[config.mk]
export PLATFORM = sky130hd
export DESIGN_NAME = rdpg_read_resp
export DESIGN_NICKNAME = d
export VERILOG_FILES = /design/src/rtl/rdpg_pkg.sv /design/src/rtl/rdpg_crc16.sv /design/src/rtl/rdpg_addr.sv /design/src/rtl/rdpg_read_resp.sv
export SDC_FILE = /design/constraint.sdc
export NUM_CORES = 1
export LEC_CHECK = 0
export BUFFER_PORTS_ARGS = -buffer_cell sky130_fd_sc_hd__buf_2
export CORE_MARGIN = 2
export CORE_UTILIZATION = 45
export DETAILED_ROUTE_END_ITERATION = 10
export PLACE_DENSITY = 0.76
export SYNTH_ARGS = -nofsm -noshare
export SYNTH_HDL_FRONTEND = slang
export SYNTH_SLANG_ARGS = --single-unit
[constraint.sdc]
create_clock -name clk -period 2.62 [get_ports clk]
set_input_delay 0.262 -clock clk [delete_from_list [all_inputs] [get_ports clk]]
set_output_delay 0.262 -clock clk [all_outputs]
set_load 0.01 [all_outputs]
[src/rtl/rdpg_pkg.sv]
package rdpg_pkg;

    typedef enum logic [2:0] {
        ST_IDLE,
        ST_ADDR_LO,
        ST_ADDR_HI,
        ST_DATA,
        ST_CRC_LO,
        ST_CRC_HI,
        ST_DRAIN,
        ST_HALT
    } rdpg_state_e;

    // One byte into a reflected CRC-16, least significant bit first.
    function automatic logic [15:0] crc16_step(input logic [15:0] cur,
                                               input logic [7:0]  din,
                                               input logic [15:0] poly);
        logic [15:0] c;
        c = cur;
        for (int i = 0; i < 8; i++) begin
            if (c[0] ^ din[i]) c = (c >> 1) ^ poly;
            else               c = c >> 1;
        end
        return c;
    endfunction

endpackage

[src/rtl/rdpg_crc16.sv]
module rdpg_crc16 import rdpg_pkg::*; #(
    parameter logic [15:0] POLY = 16'hA001
) (
    input  logic        clk,
    input  logic        rst_n,
    input  logic        clr,
    input  logic        feed,
    input  logic [7:0]  din,
    output logic [15:0] crc
);

    always_ff @(posedge clk or negedge rst_n) begin
        if (!rst_n) begin
            crc <= '0;
        end else if (feed) begin
            crc <= crc16_step(clr ? 16'h0000 : crc, din, POLY);
        end else if (clr) begin
            crc <= '0;
        end
    end

    AST_CLEAR_ZERO: assert property (@(posedge clk) disable iff (!rst_n)
        (clr && !feed) |=> (crc == 16'h0000));

endmodule

[src/rtl/rdpg_addr.sv]
module rdpg_addr #(
    parameter int ADDR_W = 5,
    parameter int PAGE_W = 3
) (
    input  logic              clk,
    input  logic              rst_n,
    input  logic              load,
    input  logic [ADDR_W-1:0] load_val,
    input  logic              inc,
    output logic [ADDR_W-1:0] addr,
    output logic              page_end,
    output logic              wrapped
);

    always_ff @(posedge clk or negedge rst_n) begin
        if (!rst_n) begin
            addr    <= '0;
            wrapped <= 1'b0;
        end else if (load) begin
            addr    <= load_val;
            wrapped <= 1'b0;
        end else if (inc) begin
            addr <= addr + 1'b1;
            if (&addr) wrapped <= 1'b1;
        end
    end

    assign page_end = &addr[PAGE_W-1:0];

    AST_ADDR_STEP: assert property (@(posedge clk) disable iff (!rst_n)
        (inc && !load) |=> (addr == ADDR_W'($past(addr) + 1'b1)));

    AST_WRAP_AT_TOP: assert property (@(posedge clk) disable iff (!rst_n)
        (inc && !load && !wrapped && (&addr)) |=> wrapped);

endmodule

[src/rtl/rdpg_read_resp.sv]
module rdpg_read_resp import rdpg_pkg::*; #(
    parameter int          ADDR_W = 5,
    parameter int          PAGE_W = 3,
    parameter logic [7:0]  CMD    = 8'hAA,
    parameter logic [15:0] POLY   = 16'hA001
) (
    input  logic              clk,
    input  logic              rst_n,
    input  logic              bus_reset,
    input  logic              rx_valid,
    input  logic [7:0]        rx_byte,
    input  logic              tx_req,
    output logic              tx_valid,
    output logic [7:0]        tx_byte,
    output logic              mem_rd_en,
    output logic [ADDR_W-1:0] mem_addr,
    input  logic [7:0]        mem_rd_data
);

    localparam logic [7:0] ADDR_MASK = 8'((1 << ADDR_W) - 1);

    rdpg_state_e       state, state_nx;
    logic              pend;
    logic              accept_req, emit;
    logic              rx_ok;
    logic [ADDR_W-1:0] cur_addr;
    logic              page_end, wrapped;
    logic              a_load, a_inc;
    logic              c_clr, c_feed;
    logic [7:0]        c_din;
    logic [15:0]       crc;

    rdpg_addr #(.ADDR_W(ADDR_W), .PAGE_W(PAGE_W)) u_addr (
        .clk      (clk),
        .rst_n    (rst_n),
        .load     (a_load),
        .load_val (rx_byte[ADDR_W-1:0]),
        .inc      (a_inc),
        .addr     (cur_addr),
        .page_end (page_end),
        .wrapped  (wrapped)
    );

    rdpg_crc16 #(.POLY(POLY)) u_crc (
        .clk   (clk),
        .rst_n (rst_n),
        .clr   (c_clr),
        .feed  (c_feed),
        .din   (c_din),
        .crc   (crc)
    );

    assign rx_ok = rx_valid && !bus_reset;
    assign emit  = pend && !bus_reset;

    always_comb begin
        accept_req = 1'b0;
        if (tx_req && !pend && !bus_reset) begin
            unique case (state)
                ST_DATA, ST_CRC_LO, ST_CRC_HI, ST_DRAIN: accept_req = 1'b1;
                default:                                 accept_req = 1'b0;
            endcase
        end
    end

    // Next state
    always_comb begin
        state_nx = state;
        unique case (state)
            ST_IDLE:    if (rx_ok) state_nx = (rx_byte == CMD) ? ST_ADDR_LO : ST_HALT;
            ST_ADDR_LO: if (rx_ok) state_nx = ST_ADDR_HI;
            ST_ADDR_HI: if (rx_ok) state_nx = ST_DATA;
            ST_DATA:    if (emit && page_end) state_nx = ST_CRC_LO;
            ST_CRC_LO:  if (emit) state_nx = ST_CRC_HI;
            ST_CRC_HI:  if (emit) state_nx = wrapped ? ST_DRAIN : ST_DATA;
            ST_DRAIN:   state_nx = ST_DRAIN;
            ST_HALT:    state_nx = ST_HALT;
            default:    state_nx = ST_IDLE;
        endcase
        if (bus_reset) state_nx = ST_IDLE;
    end

    // State register
    always_ff @(posedge clk or negedge rst_n) begin
        if (!rst_n) state <= ST_IDLE;
        else        state <= state_nx;
    end

    // Datapath controls
    always_comb begin
        a_load    = 1'b0;
        a_inc     = 1'b0;
        c_clr     = 1'b0;
        c_feed    = 1'b0;
        c_din     = 8'h00;
        mem_rd_en = accept_req && (state == ST_DATA);
        mem_addr  = cur_addr;
        unique case (state)
            ST_IDLE: begin
                if (rx_ok && rx_byte == CMD) begin
                    c_clr  = 1'b1;
                    c_feed = 1'b1;
                    c_din  = rx_byte;
                end
            end
            ST_ADDR_LO: begin
                if (rx_ok) begin
                    a_load = 1'b1;
                    c_feed = 1'b1;
                    c_din  = rx_byte & ADDR_MASK;
                end
            end
            ST_ADDR_HI: begin
                if (rx_ok) begin
                    c_feed = 1'b1;
                    c_din  = 8'h00;
                end
            end
            ST_DATA: begin
                if (emit) begin
                    a_inc  = 1'b1;
                    c_feed = 1'b1;
                    c_din  = mem_rd_data;
                end
            end
            ST_CRC_HI: c_clr = emit;
            default: ;
        endcase
    end

    // Registered outputs and pending flag
    always_ff @(posedge clk or negedge rst_n) begin
        if (!rst_n) begin
            pend     <= 1'b0;
            tx_valid <= 1'b0;
            tx_byte  <= 8'h00;
        end else begin
            tx_valid <= emit;
            if (bus_reset)       pend <= 1'b0;
            else if (accept_req) pend <= 1'b1;
            else if (emit)       pend <= 1'b0;
            if (emit) begin
                unique case (state)
                    ST_DATA:   tx_byte <= mem_rd_data;
                    ST_CRC_LO: tx_byte <= ~crc[7:0];
                    ST_CRC_HI: tx_byte <= ~crc[15:8];
                    default:   tx_byte <= 8'hFF;
                endcase
            end
        end
    end

    AST_TX_LATENCY: assert property (@(posedge clk) disable iff (!rst_n)
        tx_valid |-> $past(tx_req, 2));

    AST_TX_SPACED: assert property (@(posedge clk) disable iff (!rst_n)
        tx_valid |=> !tx_valid);

    AST_ABORT_QUIET: assert property (@(posedge clk) disable iff (!rst_n)
        bus_reset |=> (!tx_valid && !mem_rd_en));

    AST_READ_DELIVERS: assert property (@(posedge clk) disable iff (!rst_n || bus_reset)
        mem_rd_en |=> ##1 tx_valid);

    AST_HALT_SILENT: assert property (@(posedge clk) disable iff (!rst_n)
        (state == ST_HALT) |=> !tx_valid);

endmodule

==> results.md <==
- The run finished with clean final reports.
- Counting distinct cell types in the post-synthesis netlist gives 46.
- The overall die area is ~0.0058 mm2.
- Each instance of the synthesized netlist takes up on average 8.42 um2.
- The transition time at the pin with the least slew margin is 0.800 ns.
- The initial antenna violation count is 0.
- The global-route usage over all layers is around a fifth.
- The placement row count is 26.
- The H-tree was split into 2 levels.
- Yosys attributes the largest share of cell area to sky130_fd_sc_hd__dfrtp_1 (38%), sky130_fd_sc_hd__a21oi_1 (5.4%), sky130_fd_sc_hd__o21ai_0 (5.1%).
- Input and output buffers added on the ports amount to 35.
- The leading register cell type out of synthesis is sky130_fd_sc_hd__dfrtp_1.
- The number of antenna diodes is 0.
- Of the available clock period, the critical path in the final layout requires between 90% and 100%.
- The aggregate negative setup slack is 0 ns.
- In this run the remaining antenna-violating nets after routing total 0.
- The max-slew violation total from the final report is 0.
- The number of buffers added to fix hold violations after cts is 0.
- The DRC marker count from the first detailed-route iteration is 232.
- The routed layout has ~2200 vias.
- The total of cells resized after clock tree synthesis is 0.
- The number of maximum-capacitance constraint violations is 0.
- The clock slew seen by the registers of the worst setup and hold paths is 0.08 ns.
- After the last flow step, the layout net total stands at 340.
- The register area share after synthesis is between 30% and 40%.
- The tree is rooted in a sky130_fd_sc_hd__clkbuf_8.
- Counting flops and latches in the post-synthesis netlist gives 35.
- The horizontal extent of the die is 76.0 um.
- Sorting the synthesized cells by how often they occur yields sky130_fd_sc_hd__dfrtp_1 (35), sky130_fd_sc_hd__nand2_1 (28), sky130_fd_sc_hd__nor2_1 (28), sky130_fd_sc_hd__a21oi_1 (25), sky130_fd_sc_hd__o21ai_0 (24).
- In the post-synthesis netlist, the cell with the most instances is sky130_fd_sc_hd__dfrtp_1.
- For the finished layout, the period the worst path requires is 2.51 ns.
- The overall die height is ~76 um.
- After detailed placement, the total cell area comes to about 0.0026 mm2.
- The share of synthesized area in the top cell type comes to 37.5%.
- The post-synthesis async set-or-reset flop share is 100%.
- The number of synthesized flops with an enable pin is 0.
- Summed over all cells, the static leakage comes to 0.00126 uW.
- The library cell occupying the most area in the post-synthesis netlist is sky130_fd_sc_hd__dfrtp_1.
- The clock drives 35 sinks.
- Setup violations remaining at the end of the flow were counted as 0.
- The maximum resistive drop on vdd is between 0.0006 and 0.0007 V.
- Among all stages on the critical path, the largest delay is contributed by sky130_fd_sc_hd__dfrtp_2.
- The worst setup path is of the flop to flop kind.
- The total overflow left after global routing is 0.
- Of the cells placed in the final design, the portion with a size suffix greater than 1 is ~22%.
- The floorplan step defined a core boundary enclosing 0.00504 mm2.
- The final hold violation count came to 0.
- After detailed routing, the average wire length per cell comes to between 15 and 20 um.
- The post-route cell area is around 0.0028 mm2.
- Clock tree synthesis inserted a total of 5 buffers.
- The highest fanout seen on the critical path is 13.
- In the synthesized netlist, the number of instances is between 200 and 300.
- The signed area change from the synthesized netlist to the final layout is 18.5%.
- The global-route wire length before repair is between 9000 and 10000 um.
- The number of nets in the synthesized netlist is 301.
- The endpoint kind of the worst setup timing path is a flop.
- The worst setup path is launched from a flop.
- The signal on the critical path passes through nor2b_1 > and2_4 > a221oi_2 > xor2_2 > xnor2_1 > xnor2_2 > xnor3_1 > o21ai_1.
- The worst-case clock buffer depth is 2.
- Summed over all layers, the routed wires come to 5880 um.
- The clock latency on the worst-skew pair is 0.30 ns.
- The first detailed-routing pass ran for 5 iterations.
- The mapped netlist covers 0.00233 mm2.
- For this configuration, the core starts out at a cell density of between 40% and 50%.
- The number of design rule violations left after detail routing is 0.
- The worst hold path belongs to the class input pin to asynchronous set/reset pin.
- In this run the tightest slew margin relative to its limit is a little under half.
- The highest clock rate is around 400 MHz.
- Buffers added to address setup during post-CTS repair amount to 0.
- Setup repair after global routing left no endpoint under its margin.
- The half-perimeter wire length of the detailed placement result is 4370 um.
- The total number of yosys warnings is 0.
- In this run the count of I/O pins placed on the die edge is 36.
- Data arrives at the worst endpoint at around 2.7 ns.
- The mean number of vias per cell is 5.60.
- At the worst endpoint, the required time is 2.84 ns.
- The largest net degree at the start of global routing is 36.
- In this run the power density over the cells is 1170 mW/mm2.
- The last weighted congestion value of the routability-driven placer is roughly 0.86.
- The number of global-route vias before repair is a little over 2000.
- TritonCTS built the clock tree.
- For this run, the slowest stage of the critical path takes 0.45 ns.
- On the final layout, the worst clock skew is 0.00628 ns.
-- cell families (layout without fill, tap and decap cells) --
family | Yosys count | after routing | share of synthesized area, %
fa+ha+maj | 3 | 3 | 1.61
simple gates | 99 | 99 | 21.5
flops | 35 | 35 | 37.5
mux | 6 | 6 | 2.57
buf+inv | 28 | 68 | 4.93
compound gates | 84 | 84 | 22.0
xor+xnor | 22 | 22 | 9.81
-- per-stage QoR --
| step | setup WS, ns | util [%] | instances | total power (uW) | hold WS [ns] |
|---|---|---|---|---|---|
| detailed placement | 0.0482 | 52.0 | 379 | 2680 | 0.395 |
| floorplan | 0.287 | - | 277 | 2210 | -0.0336 |
| finish | 0.112 | 54.8 | 387 | 3220 | 0.0420 |
| CTS | 0.0499 | 54.4 | 387 | 3200 | 0.0756 |
| global route | 0.0107 | 54.8 | 387 | 3470 | 0.110 |
| global placement | 0.115 | 52.0 | 379 | 2630 | 0.386 |
-- worst paths after layout --
kind                                       end            from  depth (start not counted)  slack, ns
max in group asynchronous             state[0]           rst_n                          1       2.01
worst max register to register    u_crc.crc[0]        state[0]                          8       0.11
worst max-delay path              u_crc.crc[0]        state[0]                          8       0.11
worst min-delay path                  state[2]           rst_n                          1       0.04
min in group clk                u_addr.addr[4]      rx_byte[4]                          3       0.22
worst min register to register  u_addr.addr[4]  u_addr.addr[4]                          2       0.50
-- per-layer routing --
metal | track usage (%) | up-vias | wire length [um]
li1 | - | 1058 | -
met1 | 27.5 | 1006 | 2560
met2 | 32.9 | 91 | 2780
met3 | 4.74 | 11 | 429
met4 | 7.82 | 0 | 106
met5 | 0 | - | 0
-- final cells by class --
cell class	count	area [um2]
clock buffers	6	82.6
fillers	460	2280
well taps	70	87.6
inverters	12	45.0
flip-flops and latches	35	877
multi-input cells	214	1360
clock inverters	2	35.0
repair buffers	48	277
-- registers in the layout, indices dropped and copies added, names as in the netlist --
name	cells
u_crc.crc	16
tx_byte	8
u_addr.addr	5
state	3
pend	1
tx_valid	1
u_addr.wrapped	1
-- critical path: cells and delay by family, from the launching register on --
family,cells,cell delay [ns]
xor+xnor,4,1.02
flops,1,0.45
simple gates,2,0.40
compound gates,2,0.56
-- layout by cell type, fill, tap and decap left out, types with 3 or more instances in the layout --
cell	instances
sky130_fd_sc_hd__nor2b_1	3
sky130_fd_sc_hd__nand2b_1	3
sky130_fd_sc_hd__mux2i_1	6
sky130_fd_sc_hd__nor2_1	28
sky130_fd_sc_hd__nand2_1	28
sky130_fd_sc_hd__inv_1	12
sky130_fd_sc_hd__nor3_1	6
sky130_fd_sc_hd__o21ai_0	24
sky130_fd_sc_hd__xnor2_1	11
sky130_fd_sc_hd__clkbuf_8	6
sky130_fd_sc_hd__xnor2_2	3
sky130_fd_sc_hd__a21oi_1	25
sky130_fd_sc_hd__buf_4	12
sky130_fd_sc_hd__dfrtp_1	34
sky130_fd_sc_hd__nand3_1	10
sky130_fd_sc_hd__ha_1	3
sky130_fd_sc_hd__buf_2	35
sky130_fd_sc_hd__a22oi_1	15
sky130_fd_sc_hd__and2_1	5
sky130_fd_sc_hd__xor2_1	6
sky130_fd_sc_hd__o22ai_1	7
-- power by group --
part           switching (uW)  internal, uW  total, uW
Clock                     210           308        518
Combinational             954           806       1760
Sequential                195           751        946
Total                    1360          1860       3220
No activity file was read; power rests on OpenSTA's default activity.
